`src/rtl/rstcause_pkg.sv`:
```
package rstcause_pkg;
    localparam int DATA_W  = 8;
    localparam int BIT_LV  = 1;
    localparam int BIT_WD  = 2;
    localparam int BIT_PIN = 4;
    localparam logic [DATA_W-1:0] USED_MASK =
        (DATA_W'(1) << BIT_LV) | (DATA_W'(1) << BIT_WD) | (DATA_W'(1) << BIT_PIN);

    typedef struct packed {
        logic pin;
        logic wd;
        logic lv;
    } cause_t;
endpackage

```
`src/rtl/rstcause_decode.sv`:
```
module rstcause_decode #(
    parameter int          ADDR_W   = 8,
    parameter logic [ADDR_W-1:0] REG_ADDR = 8'hF2,
    parameter logic        REG_BANK = 1'b1
) (
    input  logic [ADDR_W-1:0] addr,
    input  logic              bank,
    input  logic              wr,
    output logic              sel,
    output logic              wr_hit
);
    always_comb begin
        sel    = (addr == REG_ADDR) && (bank == REG_BANK);
        wr_hit = sel && wr;
    end
endmodule

```
`src/rtl/rstcause_flags.sv`:
```
module rstcause_flags
    import rstcause_pkg::*;
(
    input  logic              clk,
    input  logic              por_n,
    input  logic              lv_evt,
    input  logic              wd_evt,
    input  logic              pin_evt,
    input  logic              clr_en,
    input  logic [DATA_W-1:0] wdata,
    output cause_t            flags_q
);
    cause_t flags_d;

    always_comb begin
        flags_d = flags_q;
        // software clear first, so a same-cycle event overrides it
        if (clr_en) begin
            if (!wdata[BIT_LV])  flags_d.lv  = 1'b0;
            if (!wdata[BIT_WD])  flags_d.wd  = 1'b0;
            if (!wdata[BIT_PIN]) flags_d.pin = 1'b0;
        end
        if (wd_evt)  flags_d.wd  = 1'b1;
        if (pin_evt) flags_d.pin = 1'b1;
        // low-supply cause dominates and wipes the other records
        if (lv_evt) begin
            flags_d     = '0;
            flags_d.lv  = 1'b1;
        end
    end

    always_ff @(posedge clk or negedge por_n) begin
        if (!por_n) flags_q <= '0;
        else        flags_q <= flags_d;
    end
endmodule

```
`src/rtl/rstcause_rdmask.sv`:
```
module rstcause_rdmask
    import rstcause_pkg::*;
(
    input  cause_t            flags,
    input  logic              lv_valid,
    input  logic              pin_valid,
    input  logic              sel,
    output logic [DATA_W-1:0] rdata
);
    logic [DATA_W-1:0] raw;

    always_comb begin
        raw          = '0;
        raw[BIT_LV]  = flags.lv  & lv_valid;
        raw[BIT_WD]  = flags.wd;
        raw[BIT_PIN] = flags.pin & pin_valid;
    end

    for (genvar i = 0; i < DATA_W; i++) begin : g_bit
        if (USED_MASK[i]) begin : g_used
            assign rdata[i] = sel & raw[i];
        end else begin : g_unused
            assign rdata[i] = 1'b0;
        end
    end
endmodule

```
`src/rtl/rstcause_reg.sv`:
```
module rstcause_reg
    import rstcause_pkg::*;
#(
    parameter int                ADDR_W   = 8,
    parameter logic [ADDR_W-1:0] REG_ADDR = 8'hF2,
    parameter logic              REG_BANK = 1'b1
) (
    input  logic              clk,
    input  logic              por_n,
    input  logic              lv_evt,
    input  logic              wd_evt,
    input  logic              pin_evt,
    input  logic              lv_opt_en,
    input  logic              pin_opt_en,
    input  logic [ADDR_W-1:0] bus_addr,
    input  logic              bus_bank,
    input  logic              bus_wr,
    input  logic [7:0]        bus_wdata,
    output logic [7:0]        bus_rdata
);
    logic   sel;
    logic   wr_hit;
    cause_t flags_q;

    rstcause_decode #(
        .ADDR_W  (ADDR_W),
        .REG_ADDR(REG_ADDR),
        .REG_BANK(REG_BANK)
    ) u_decode (
        .addr  (bus_addr),
        .bank  (bus_bank),
        .wr    (bus_wr),
        .sel   (sel),
        .wr_hit(wr_hit)
    );

    rstcause_flags u_flags (
        .clk    (clk),
        .por_n  (por_n),
        .lv_evt (lv_evt),
        .wd_evt (wd_evt),
        .pin_evt(pin_evt),
        .clr_en (wr_hit),
        .wdata  (bus_wdata),
        .flags_q(flags_q)
    );

    rstcause_rdmask u_rdmask (
        .flags    (flags_q),
        .lv_valid (lv_opt_en),
        .pin_valid(pin_opt_en),
        .sel      (sel),
        .rdata    (bus_rdata)
    );
endmodule

```
`config.mk`:
```
export PLATFORM = sky130hd
export DESIGN_NAME = rstcause_reg
export DESIGN_NICKNAME = d
export VERILOG_FILES = /design/src/rtl/rstcause_pkg.sv /design/src/rtl/rstcause_decode.sv /design/src/rtl/rstcause_flags.sv /design/src/rtl/rstcause_rdmask.sv /design/src/rtl/rstcause_reg.sv
export SDC_FILE = /design/constraint.sdc
export NUM_CORES = 1
export LEC_CHECK = 0
export BUFFER_PORTS_ARGS = -buffer_cell sky130_fd_sc_hd__buf_2
export CAP_MARGIN = 0
export CORE_AREA = 2 2 39 41
export DETAILED_ROUTE_END_ITERATION = 8
export DIE_AREA = 0 0 41 43
export PLACE_DENSITY_LB_ADDON = 0.08
export SYNTH_ARGS = -nofsm -noshare
export SYNTH_HDL_FRONTEND = slang
export SYNTH_SLANG_ARGS = --single-unit
```
`constraint.sdc`:
```
create_clock -name clk -period 0.8 [get_ports clk]
set_input_delay 0.04 -clock clk [delete_from_list [all_inputs] [get_ports clk]]
set_output_delay 0.04 -clock clk [all_outputs]
set_load 0.01 [all_outputs]
```
---- Yosys cells after proc, flatten, opt, wreduce, memory -nomap -nowiden ----
Cells that the tools add are included.
operators by class
  bitwise logic cells ..................... 5
  reduce and logical (&&, ||, !) cells .... 8
  equal/unequal tests ..................... 4
  mux-type cells .......................... 7
operators by type and width
  operator                                     number
  equality test 8 bit (second input constant)  1
  two-way mux 3 bit                            2
  != test 3 bit (second input constant)        2
  AND reduction 2 bit                          3
  nonzero test 3 bit                           2
  AND 1 bit                                    5
  two-way mux 1 bit                            5
  logical AND 1 bit                            2
  != test 2 bit (second input constant)        1
  nonzero test 2 bit                           1
storage, ports and cells
  output and inout port bits .............. 8
  input port bits ......................... 25
  word-level logic and storage cells ...... 27
  register bits ........................... 3

---- Depth between registers and ports, before layout ----
  depth in word-level cells ............... 6
  depth in mapped cells ................... 3
  depth with buffers taken out ............ 3

---- By module ----
A second synthesis with hierarchy kept.
unflattened totals
  cells, all modules ...................... 25
  area total of the unflattened synthesis .. 237.7 um^2
by module, submodules not included
  module           seq. area each (um^2)  times used  area each (um^2)  cells each
  rstcause_flags   75.1                   1           141.4             11
  rstcause_rdmask  0.0                    1           61.3              9
  rstcause_decode  0.0                    1           35.0              5

---- Worst setup path before layout ----
No wires, ideal clock.
  kind .................................... input-to-output
  start point ............................. in bus_addr[0]
  end point ............................... out bus_rdata[1]
  cell stages on the path ................. 3
  arrival ................................. 0.633 ns
  data required time ...................... 0.760 ns
  setup slack ............................. 0.127 ns
  buffers on the path ..................... 0
  cells stage by stage .................... nand4b_4 -> nor4_4 -> and3_1
on the way
  cells in the longest elaborated chain, start to end .. 3
ends and longest elaborated chain
  element              RTL line               text
  from (decl)          rstcause_reg.sv:15     input logic [ADDR_W-1:0] bus_addr,
  equality test 8 bit  rstcause_decode.sv:13  sel = (addr == REG_ADDR) && (bank == REG_BANK);
  logical AND 1 bit    rstcause_decode.sv:13
  AND 1 bit            rstcause_rdmask.sv:21  assign rdata[i] = sel & raw[i];
  to (decl)            rstcause_reg.sv:19     output logic [7:0] bus_rdata
No other way between the ends.

---- Worst setup path in the final report ----
  start point ............................. reg u_flags.flags_q[0] (netlist name)
  end point ............................... out bus_rdata[1]
on the way
  cells in the longest elaborated chain, start to end .. 2
ends and longest elaborated chain
  element    RTL line               text
  AND 1 bit  rstcause_rdmask.sv:14  raw[BIT_LV] = flags.lv & lv_valid;
  AND 1 bit  rstcause_rdmask.sv:21
No other way between the ends.

==> metrics.md <==
| Metric | Value |
|---|---|
| Status | `finished with violations` |
| Failing checks | `setup timing` |
| Worst Hold Class | `input port to flop` |
| Leading cell type in the layout, fill and taps excluded | `buf_2` |
| CP top delay family | `flip-flops` |
| Biggest register | `u_flags.flags_q` |
| Clock skew | `0 ps` |
| Fin nets | `79` |
| Syn avg cell area | `9.960 sq um` |
| Post-DP Area | `371.6 sq um` |
| Post-route insts no fill | `69` |
| Worst R2R Setup Slack | `130 ps` |
| R2r worst-path depth | `2` |
| Routed Antenna Nets | `0` |
| Routed WL per cell | `11.33 microns` |
| # rows | `14` |
| Layout cell share with drive strength beyond 1 | `0.5849` |
| Register area share after synthesis | `0.3015` |
| Yosys warns | `0` |
| Yosys reg bits | `3` |
| Initial antenna violation count | `0` |
| Share of the core filled with cells | `0.3092` |
| Clk_lat worst skew | `230 ps` |
| Hold Path Stages | `2` |
| Dpl ws | `-151.3 ps` |
| Pint | `406.0 uW` |
| Share of the clock period used by the worst path | `1.166` |
| Sw Share | `0.2532` |
| Largest net degree at the start of global routing | `6` |
| Synth unique cells | `14` |
| CP max FO | `2` |
| Worst-path clk slew | `40 ps` |
| Crit-path cells | `and3_1, buf_2` |
| Depth of the CTS H-tree | `1` |
| # setup viols final | `3` |
| Final worst path period need | `933.1 ps` |
| # clock sinks | `3` |
| Gate Count Post-Synth | `25` |
| CTS Buf Count | `3` |
| Post-CTS Setup Inserts | `0` |
| Seq. cell area | `75.07 sq um` |
| Placed Instances | `64` |
| Worst Slack Setup Final | `-133.1 ps` |
| GRT met2 Usage | `0.1469` |
| DR vias | `281` |
| Global route hottest layer | `met2` |
| Longest Clk Path Bufs | `2` |
| Die height | `43 microns` |
| Met1 Use GR | `0.1061` |
| Initial Util | `0.1799` |
| TritonCTS clock tree | `built` |
| Worst vdd ir | `0.0005547 V` |
| FILL cells | `161` |
| Final wirelength | `782 microns` |
| DRC violations left | `0` |
| Critical Path Slowest Stage Cell | `dfrtp_1` |
| WHS | `27.84 ps` |
| Crit. End Element | `output pin` |
| Leakage | `0.2282 nW` |
| Core ar. | `1384 sq um` |
| 1st-pass router iterations | `4` |
| Number of max-cap violations | `0` |
| Clock power share | `0.490` |
| Clock tree root buffer cell | `clkbuf_4` |
| Crit Path Class | `flop to output pin` |
| Vias in the first global route | `266` |
| CP Data Arrival Time | `890 ps` |
| Cell area after layout | `427.9 sq um` |
| CP Buf/Inv Count | `1` |
| Final Hold Viols | `0` |
| Commonest non-fill, non-tap cells in the layout | `buf_2, conb_1, nor2_1, clkbuf_4, dfrtp_1` |
| Max reg flops | `3` |
| Worst EP required | `760 ps` |
| Die area | `1763 sq um` |
| Synthesized cell area | `249.0 sq um` |
| Max stage delay on crit path | `370 ps` |
| CP Depth | `2` |
| Nature of the critical path startpoint | `flop` |
| N_diodes | `0` |
| IO Count | `33` |
| P&R area growth vs syn | `71.86%` |
| Max-slew violations | `0` |
| Fmax achieved | `1072 MHz` |
| Largest registers | `u_flags.flags_q: 3 flops` |
| RSZ-0062 raised after global routing | `true` |
| Die X | `41 microns` |
| Reg power frac | `0.299` |
| Psw | `137.6 uW` |
| GR Layer Usage met3 | `0.03141` |
| Initial DRC count | `4` |
| Pwr dens | `1270 nW/um^2` |
| Combinational power share | `0.211` |
| Overall power | `543.6 uW` |
| Global-route wire length before repair | `1.090 mm` |
| Vias per std cell | `4.072` |
| Global placer's final weighted congestion | `0.6088` |
| GRT Overall Usage | `0.09538` |
| TNS Setup | `-375.6 ps` |
| Port bufs | `22` |
| Congestion Overflow GR | `0` |
| Area occupied by multi-input gates | `158.9 sq um` |
[final timing paths]
kind,start,to
worst min register to register,u_flags.flags_q[0],u_flags.flags_q[0]
max in group asynchronous,por_n,u_flags.flags_q[2]
worst min-delay path,bus_wr,u_flags.flags_q[1]
min in group asynchronous,por_n,u_flags.flags_q[1]
worst max-delay path,u_flags.flags_q[0],bus_rdata[1]
worst max register to register,u_flags.flags_q[1],u_flags.flags_q[1]
[Yosys cell counts, drive strengths merged]
| library cell | instances | area (sq um) |
|---|---|---|
| dfrtp | 3 | 75.07 |
| o21bai | 2 | 15.01 |
| nand4b | 1 | 23.77 |
| a31oi | 2 | 12.51 |
| nor3 | 1 | 5.000 |
| nor4b | 1 | 8.760 |
| a21oi | 1 | 5.000 |
| nand3 | 1 | 10.01 |
| and2 | 1 | 7.510 |
| nor4 | 1 | 21.27 |
| and3 | 2 | 12.51 |
| buf | 5 | 37.54 |
| conb | 1 | 3.750 |
| nor2 | 3 | 11.26 |
[timing repair]
item	CTS	global route
setup endpoints to repair	3	3
hold buffers	1	0
resized for setup	2	1
pin swaps	1	1
hold endpoints to repair	3	0
[cells by family after synthesis]
logic type,synth area share
buffers and inverters,0.1508
AOI/OAI and AO/OA,0.1306
other,0.01506
and+or+nand+nor,0.4020
DFF,0.3015
[cell type report]
| cell class | count | share of cell area |
|---|---|---|
| multi-input combinational | 21 | 0.3713 |
| timing repair buffer | 25 | 0.3450 |
| sequential | 3 | 0.1754 |
| clock buffer | 4 | 0.06140 |
| tap | 16 | 0.04678 |
[metal layers]
layer	routed length, microns	part of all wire
met1	267	0.34
met2	410	0.52
met3	104	0.13
met4	0	0
met5	0	0
[power groups by stage]
| stage | registers, mW | clock network [mW] | logic [mW] |
|---|---|---|---|
| 2_1_floorplan | 0.164 | 0 | 0.0496 |
| 3_3_place_gp | 0.164 | 0 | 0.0998 |
| 3_5_place_dp | 0.164 | 0 | 0.104 |
| 4_1_cts | 0.163 | 0.277 | 0.112 |
| 5_1_grt | 0.164 | 0.286 | 0.127 |
| 6_report | 0.163 | 0.266 | 0.115 |
No activity file was read; power rests on OpenSTA's default activity.
